$ cat src/rtl/hashfe_pkg.sv
package hashfe_pkg;
  localparam int WORD_W    = 32;
  localparam int BLK_WORDS = 16;
  localparam int DIG_WORDS = 5;
  localparam int MD5_WORDS = 4;
  localparam int LEN_W     = 7;
  localparam int BIX_W     = $clog2(BLK_WORDS);

  // word indices (byte address / 4); software decodes these positions
  localparam logic [5:0] IX_COUNT = 6'd5;
  localparam logic [5:0] IX_CTRL  = 6'd6;
  localparam logic [5:0] IX_DIN   = 6'd7;
  localparam logic [5:0] IX_DLAST = IX_DIN + 6'(BLK_WORDS - 1);
  localparam logic [5:0] IX_REV   = 6'd23;
  localparam logic [5:0] IX_CFG   = 6'd24;
  localparam logic [5:0] IX_STAT  = 6'd25;

  typedef struct packed {
    logic             sha;
    logic             init;
    logic             close;
    logic [LEN_W-1:0] len;
  } ctl_t;

  // index of the data word that completes a block of len bytes
  function automatic logic [BIX_W-1:0] last_word(input logic [LEN_W-1:0] len);
    logic [LEN_W:0] n;
    n = ({1'b0, len} + (LEN_W+1)'(3)) >> 2;
    if (n == '0) n = (LEN_W+1)'(1);
    if (n > (LEN_W+1)'(BLK_WORDS)) n = (LEN_W+1)'(BLK_WORDS);
    return BIX_W'(n - (LEN_W+1)'(1));
  endfunction

  function automatic logic [WORD_W-1:0] bswap32(input logic [WORD_W-1:0] w);
    return {w[7:0], w[15:8], w[23:16], w[31:24]};
  endfunction
endpackage

$ cat src/rtl/hashfe_srst.sv
module hashfe_srst #(
  parameter int CYC = 8
) (
  input  logic clk,
  input  logic rst_n,
  input  logic kick,
  output logic busy
);
  localparam int CW = $clog2(CYC + 1);
  logic [CW-1:0] cnt;

  always_ff @(posedge clk or negedge rst_n) begin
    if (!rst_n) begin
      busy <= 1'b0;
      cnt  <= '0;
    end else if (kick) begin
      busy <= 1'b1;
      cnt  <= CW'(CYC);
    end else if (busy) begin
      cnt <= cnt - CW'(1);
      if (cnt == CW'(1)) busy <= 1'b0;
    end
  end
endmodule

$ cat src/rtl/hashfe_dwin.sv
module hashfe_dwin import hashfe_pkg::*; (
  input  logic                        clk,
  input  logic                        rst_n,
  input  logic                        clr,
  input  logic                        we,
  input  logic [BIX_W-1:0]            idx,
  input  logic [WORD_W-1:0]           wdata,
  output logic [BLK_WORDS*WORD_W-1:0] blk
);
  for (genvar g = 0; g < BLK_WORDS; g++) begin : g_word
    logic [WORD_W-1:0] w;
    always_ff @(posedge clk or negedge rst_n) begin
      if (!rst_n)                             w <= '0;
      else if (clr)                           w <= '0;
      else if (we && idx == BIX_W'(g))        w <= wdata;
    end
    assign blk[g*WORD_W +: WORD_W] = w;
  end
endmodule

$ cat src/rtl/hashfe_seq.sv
module hashfe_seq import hashfe_pkg::*; (
  input  logic              clk,
  input  logic              rst_n,
  input  logic              clr,
  input  logic              ctl_wr,
  input  ctl_t              ctl_wd,
  input  logic              w1c_out,
  input  logic              cnt_wr,
  input  logic [WORD_W-1:0] cnt_wd,
  input  logic              fire,
  input  logic              core_done,
  output ctl_t              ctl,
  output logic              out_ready,
  output logic              in_ready,
  output logic [WORD_W-1:0] count,
  output logic              start,
  output ctl_t              launch,
  output logic [WORD_W-1:0] launch_count
);
  logic busy;
  assign in_ready = !busy;

  always_ff @(posedge clk or negedge rst_n) begin
    if (!rst_n) begin
      ctl <= '0; out_ready <= 1'b0; busy <= 1'b0; count <= '0;
      start <= 1'b0; launch <= '0; launch_count <= '0;
    end else if (clr) begin
      ctl <= '0; out_ready <= 1'b0; busy <= 1'b0; count <= '0;
      start <= 1'b0; launch <= '0; launch_count <= '0;
    end else begin
      start <= fire;
      if (ctl_wr) ctl <= ctl_wd;
      if (core_done && busy)       out_ready <= 1'b1;
      else if (ctl_wr && w1c_out)  out_ready <= 1'b0;
      if (fire)                    busy <= 1'b1;
      else if (core_done)          busy <= 1'b0;
      if (cnt_wr)    count <= cnt_wd;
      else if (fire) count <= count + WORD_W'(ctl.len);
      if (fire) begin
        launch       <= ctl;
        launch_count <= count;
      end
    end
  end
endmodule

$ cat src/rtl/hashfe_digest.sv
module hashfe_digest import hashfe_pkg::*; (
  input  logic                        clk,
  input  logic                        rst_n,
  input  logic                        clr,
  input  logic                        cap,
  input  logic [DIG_WORDS*WORD_W-1:0] dig_in,
  input  logic                        sha,
  input  logic [2:0]                  rd_idx,
  output logic [WORD_W-1:0]           rd_word
);
  logic [DIG_WORDS*WORD_W-1:0] dig;

  always_ff @(posedge clk or negedge rst_n) begin
    if (!rst_n)   dig <= '0;
    else if (clr) dig <= '0;
    else if (cap) dig <= dig_in;
  end

  always_comb begin
    rd_word = '0;
    for (int i = 0; i < DIG_WORDS; i++) begin
      if (rd_idx == 3'(i)) begin
        if (sha)                rd_word = bswap32(dig[i*WORD_W +: WORD_W]);
        else if (i < MD5_WORDS) rd_word = dig[i*WORD_W +: WORD_W];
      end
    end
  end
endmodule

$ cat src/rtl/hashfe_top.sv
module hashfe_top import hashfe_pkg::*; #(
  parameter int         SRST_CYC  = 8,
  parameter logic [3:0] REV_MAJOR = 4'd2,
  parameter logic [3:0] REV_MINOR = 4'd0
) (
  input  logic                        clk,
  input  logic                        rst_n,
  input  logic                        bus_wr,
  input  logic [7:0]                  bus_addr,
  input  logic [31:0]                 bus_wdata,
  output logic [31:0]                 bus_rdata,
  output logic                        irq_n,
  output logic                        core_start,
  output logic                        core_sha,
  output logic                        core_init,
  output logic                        core_close,
  output logic [6:0]                  core_len,
  output logic [31:0]                 core_count,
  output logic [511:0]                core_block,
  input  logic                        core_done,
  input  logic [159:0]                core_digest
);
  logic [5:0]       widx;
  logic             aligned, wr_ok;
  logic             sel_din;
  logic [5:0]       din_off;
  logic [BIX_W-1:0] din_idx;
  logic             din_we, fire;
  logic             ctl_wr, cnt_wr, cfg_wr;
  logic             srst_busy, srst_kick;
  logic             cfg_idle, cfg_irq_en, cfg_dma;
  ctl_t             ctl, launch, ctl_wd;
  logic             out_ready, in_ready;
  logic [31:0]      count, dig_word;

  assign widx    = bus_addr[7:2];
  assign aligned = bus_addr[1:0] == 2'b00;
  assign wr_ok   = bus_wr && aligned && !srst_busy;
  assign sel_din = widx >= IX_DIN && widx <= IX_DLAST;
  assign din_off = widx - IX_DIN;
  assign din_idx = din_off[BIX_W-1:0];
  assign din_we  = wr_ok && sel_din && in_ready;
  assign fire    = din_we && din_idx == last_word(ctl.len);
  assign ctl_wr  = wr_ok && widx == IX_CTRL;
  assign cnt_wr  = wr_ok && widx == IX_COUNT;
  assign cfg_wr  = wr_ok && widx == IX_CFG;
  assign srst_kick = cfg_wr && bus_wdata[1];

  assign ctl_wd = '{sha: bus_wdata[2], init: bus_wdata[3], close: bus_wdata[4],
                    len: bus_wdata[5 +: LEN_W]};

  hashfe_srst #(.CYC(SRST_CYC)) u_srst (
    .clk(clk), .rst_n(rst_n), .kick(srst_kick), .busy(srst_busy));

  hashfe_seq u_seq (
    .clk(clk), .rst_n(rst_n), .clr(srst_busy),
    .ctl_wr(ctl_wr), .ctl_wd(ctl_wd), .w1c_out(bus_wdata[0]),
    .cnt_wr(cnt_wr), .cnt_wd(bus_wdata), .fire(fire), .core_done(core_done),
    .ctl(ctl), .out_ready(out_ready), .in_ready(in_ready), .count(count),
    .start(core_start), .launch(launch), .launch_count(core_count));

  hashfe_dwin u_dwin (
    .clk(clk), .rst_n(rst_n), .clr(srst_busy), .we(din_we), .idx(din_idx),
    .wdata(bus_wdata), .blk(core_block));

  hashfe_digest u_dig (
    .clk(clk), .rst_n(rst_n), .clr(srst_busy), .cap(core_done && !in_ready),
    .dig_in(core_digest), .sha(launch.sha), .rd_idx(widx[2:0]), .rd_word(dig_word));

  always_ff @(posedge clk or negedge rst_n) begin
    if (!rst_n) begin
      cfg_idle <= 1'b0; cfg_irq_en <= 1'b0; cfg_dma <= 1'b0;
    end else if (srst_busy) begin
      cfg_idle <= 1'b0; cfg_irq_en <= 1'b0; cfg_dma <= 1'b0;
    end else if (cfg_wr) begin
      cfg_idle <= bus_wdata[0]; cfg_irq_en <= bus_wdata[2]; cfg_dma <= bus_wdata[3];
    end
  end

  assign core_sha   = launch.sha;
  assign core_init  = launch.init;
  assign core_close = launch.close;
  assign core_len   = launch.len;
  assign irq_n      = !(out_ready && cfg_irq_en);

  always_comb begin
    bus_rdata = '0;
    if (widx < IX_COUNT) bus_rdata = dig_word;
    else begin
      case (widx)
        IX_COUNT: bus_rdata = count;
        IX_CTRL:  bus_rdata = {(32-5-LEN_W)'(0), ctl.len, ctl.close, ctl.init, ctl.sha,
                               in_ready, out_ready};
        IX_REV:   bus_rdata = {24'd0, REV_MAJOR, REV_MINOR};
        IX_CFG:   bus_rdata = {28'd0, cfg_dma, cfg_irq_en, srst_busy, cfg_idle};
        IX_STAT:  bus_rdata = {31'd0, !srst_busy};
        default:  bus_rdata = '0;
      endcase
    end
  end
endmodule

$ cat config.mk
export PLATFORM = sky130hd
export DESIGN_NAME = hashfe_top
export DESIGN_NICKNAME = d
export VERILOG_FILES = /design/src/rtl/hashfe_pkg.sv /design/src/rtl/hashfe_srst.sv /design/src/rtl/hashfe_dwin.sv /design/src/rtl/hashfe_seq.sv /design/src/rtl/hashfe_digest.sv /design/src/rtl/hashfe_top.sv
export SDC_FILE = /design/constraint.sdc
export NUM_CORES = 1
export LEC_CHECK = 0
export BUFFER_PORTS_ARGS = -buffer_cell sky130_fd_sc_hd__buf_2
export CAP_MARGIN = 20
export CORE_AREA = 3 3 310 312
export DETAILED_ROUTE_END_ITERATION = 10
export DIE_AREA = 0 0 313 315
export HOLD_SLACK_MARGIN = 0.05
export PLACE_DENSITY = 0.57
export SYNTH_ARGS = -nofsm -noshare
export SYNTH_HDL_FRONTEND = slang
export SYNTH_HIERARCHICAL = 1
export SYNTH_SLANG_ARGS = --single-unit
$ cat constraint.sdc
create_clock -name clk -period 4.55 [get_ports clk]
set_clock_uncertainty 0.2 [all_clocks]
set_input_delay 0.2275 -clock clk [delete_from_list [all_inputs] [get_ports clk]]
set_output_delay 0.2275 -clock clk [all_outputs]
set_load 0.1 [all_outputs]
==> flow_metrics.py <==
metrics = {
    "status": {
        "status": "finished clean",
    },
    "cells_and_area": {
        "area_growth_pct": 25.9,
        "nets": 4314,
        "fin_area_um2": 47000,
        "final_cell_mix": "793 x mux2i_1, 790 x buf_2, 765 x dfrtp_1",
        "drive_gt1_frac": 0.259,
        "fillCellCount": 8497,
        "mostFrequentLayoutCell": "mux2i_1",
    },
    "worst_setup_path": {
        "arrival_ns": 4.43,
        "critPathSlowestCell": "or4_1",
        "cp-start-kind": "flip-flop",
        "cp_top_family": "simple AND/OR/NAND/NOR gates",
        "crit_path_cell_trace": "or3_1 > a211o_1 > ha_1 > xor2_1 > nand3b_1 > nor4_4 > nand4_2 > nor3_4 > o21ai_2 > or4_1 > a311oi_1",
        "cp.depth": 11,
        "r2r_cells": 11,
        "rrSetupSlack_ns": 0.48,
        "critical_path_class": "reg2reg",
        "critPathRequiredTime_ns": 4.91,
        "cp.buffers_inverters": 0,
        "crit_path_max_fanout": 15,
        "critPathMaxStageDelay_ns": 0.56,
        "endpoint_kind": "flip-flop",
    },
    "cts": {
        "clkTransAtPathRegs_ns": 0.06,
        "clockBufferDepth": 3,
        "h-tree-depth": 3,
        "root_buffer": "clkbuf_16",
        "cts_tree": "yes",
        "clk_latency_ns": 0.66,
        "post_cts_buffers": 0,
        "cts_inserted_buffers": 87,
        "cts.sinks": 767,
    },
    "routing": {
        "dr.pass1.iters": 8,
        "vias": 28500,
        "routed_via_density": 5.26,
        "routed_wl_mm": 140,
        "drc_errors": 0,
        "drtIter0Drc": 2387,
        "ant_nets": 0,
        "detail_route.wl_per_cell_um": 25.9,
    },
    "global_routing": {
        "grt_pass1_vias": 28900,
        "grt_max_degree": 245,
        "grt_antenna_before_repair": 12,
        "grt_first_pass_wirelength_mm": 204,
        "track_usage": 0.278,
        "gr-total-overflow": 0,
    },
    "logic_synthesis": {
        "synthXorXnorAreaFrac": 0.00469,
        "synth-adder-area-share": 0.00556,
        "avgSynthCellArea_um2": 11.5,
        "synth_area_leaders": "dfrtp_1 51%, mux2i_1 21%, nand2b_1 9.2%, nor2_1 2.8%, clkbuf_1 1.5%",
        "synthDistinctLibCells": 84,
        "yosysTopAreaCellShare": 0.514,
        "synth_cells": 3251,
        "async_flop_share": 1.00,
        "synthFlopType": "dfrtp_1",
        "synth.area.mux_share": 0.213,
        "synth_compound_area_frac": 0.0691,
        "ys_ff_latch": 767,
        "synthSimpleGateAreaFrac": 0.149,
        "yosysSeqAreaShare": 0.514,
        "synth-edff-count": 0,
        "syn-cell-area_um2": 37400,
        "yosysTopAreaCell": "dfrtp_1",
        "ys_warn_count": 6,
        "synth_nets": 3471,
        "synth_top_family_by_area": "multiplexers",
    },
    "sta": {
        "setup_tns_ns": 0,
        "rsz0062_at_grt": "no",
        "fin_ws_ns": 0.478,
        "worstMarginPinSlew_ns": 1.18,
        "fin_crit_ns": 4.07,
        "finalHoldViolations": 0,
        "maxSlewViolCount": 0,
        "fmax_ghz": 0.246,
        "fin_crit_sh": 0.895,
        "maxSlewHeadroom": 0.213,
        "setup_viol": 0,
    },
    "die": {
        "initial_core_util": 0.400,
        "dieArea_um2": 98600,
        "core_area_um2": 93300,
        "io-pin-count": 792,
        "die_w_um": 313,
        "die_h_um": 315,
        "rows": 112,
    },
    "placed_design": {
        "pre_cts_ws_ns": 0.470,
        "dpl_cell_area_um2": 42100,
        "io_buffers": 791,
        "gp_congestion": 0.876,
        "dpl.hpwl_mm": 96.7,
    },
    "job": {
        "cap_viol_max_count": 0,
    },
    "min_path": {
        "holdCritPathClass": "in2async",
    },
}
## cell type report
| type | instances | area [µm²] | share of cell area |
|---|---|---|---|
| sequential | 767 | 19200 | 0.408 |
| multi-input combinational | 2158 | 16500 | 0.352 |
| timing repair buffer | 1058 | 6670 | 0.142 |
| clock buffer | 134 | 2610 | 0.0554 |
| tap | 1254 | 1570 | 0.0334 |
| clock inverter | 24 | 349 | 0.00742 |
| inverter | 22 | 82.6 | 0.00176 |
| antenna | 6 | 15.0 | 0.000319 |
## cell usage after synthesis (5+ instances only)
| master | n |
|---|---|
| mux2i_1 | 793 |
| dfrtp_1 | 767 |
| nand2b_1 | 548 |
| nor2_1 | 283 |
| clkbuf_1 | 152 |
| buf_2 | 94 |
| a211oi_1 | 48 |
| a22oi_1 | 40 |
| o21bai_1 | 33 |
| o22ai_1 | 33 |
| a221o_1 | 32 |
| nand2_1 | 31 |
| o21ai_2 | 31 |
| buf_6 | 26 |
| buf_4 | 25 |
| nor2b_1 | 25 |
| a22o_1 | 23 |
| and2_1 | 21 |
| inv_1 | 21 |
| o21ai_0 | 17 |
| a21oi_1 | 16 |
| a311oi_1 | 16 |
| ha_1 | 15 |
| nand2_2 | 11 |
| xor2_1 | 11 |
| xnor2_1 | 9 |
| o31ai_1 | 8 |
| or3_1 | 8 |
| or4_1 | 8 |
| o21ai_1 | 7 |
| a2111oi_0 | 5 |
| nand3_1 | 5 |
| nand3_2 | 5 |
## logic make-up (layout without fill, tap and decap cells)
| kind of cell | after synthesis | in the layout |
|---|---|---|
| compound gates | 334 | 334 |
| mux | 796 | 796 |
| other cells | 0 | 6 |
| fa+ha+maj | 16 | 16 |
| flops | 767 | 767 |
| xor+xnor | 20 | 20 |
| simple gates | 992 | 992 |
| buf+inv | 326 | 1238 |
## path summary, 6_finish.rpt
check | startpoint | endpoint
setup reg to reg | u_seq/ctl[4] | u_seq/count[22]
min in group clk | bus_addr[1] | u_seq/ctl[9]
max in group asynchronous | rst_n | u_dwin/g_word[9].w[21]
hold reg to reg | u_seq/launch_count[23] | u_seq/launch_count[23]
hold / removal | rst_n | u_dig/dig[124]
setup / recovery | u_seq/ctl[4] | u_seq/count[22]
## per-stage QoR
step                hold WS, ns  cells  utilization
floorplan                -0.268   3251            -
global placement          0.184   5062        0.451
detailed placement        0.187   5062        0.451
CTS                      0.0578   5417        0.504
global route              0.113   5420        0.504
finish                   0.0620   5423        0.504
## timing repair
item                       4_1_cts  5_1_grt
resized for setup                0        0
setup endpoints to repair        0        0
hold buffers                   197        0
hold endpoints to repair       547        0
## layer usage
layer | up-vias | share of wire | GRT usage
li1 | 12900 | - | -
met1 | 14300 | 0.43 | 0.369
met2 | 1050 | 0.46 | 0.444
met3 | 258 | 0.059 | 0.0550
met4 | 10 | 0.046 | 0.117
met5 | - | 0.00049 | 0
## registers in the layout, summed over array words and instances, names as in the netlist
register and flops:
u_dwin/g_word.w 512, u_dig/dig 160, u_seq/count 32, u_seq/launch_count 32
u_seq/ctl 10, u_seq/launch 10, u_srst/cnt 4, cfg_dma 1
cfg_idle 1, cfg_irq_en 1, u_seq/busy 1, u_seq/out_ready 1
u_seq/start 1, u_srst/busy 1
## worst register-to-register path, cell delays in order (launching register included)
cell	delay, ns
dfrtp_1	0.47
or3_1	0.38
a211o_1	0.33
ha_1	0.30
xor2_1	0.15
nand3b_1	0.14
nor4_4	0.45
nand4_2	0.20
nor3_4	0.30
o21ai_2	0.25
or4_1	0.56
a311oi_1	0.26
Power is left out: the tool's default activity adds up to more than one toggle a clock period on the data nets, which glitch-free logic cannot reach.
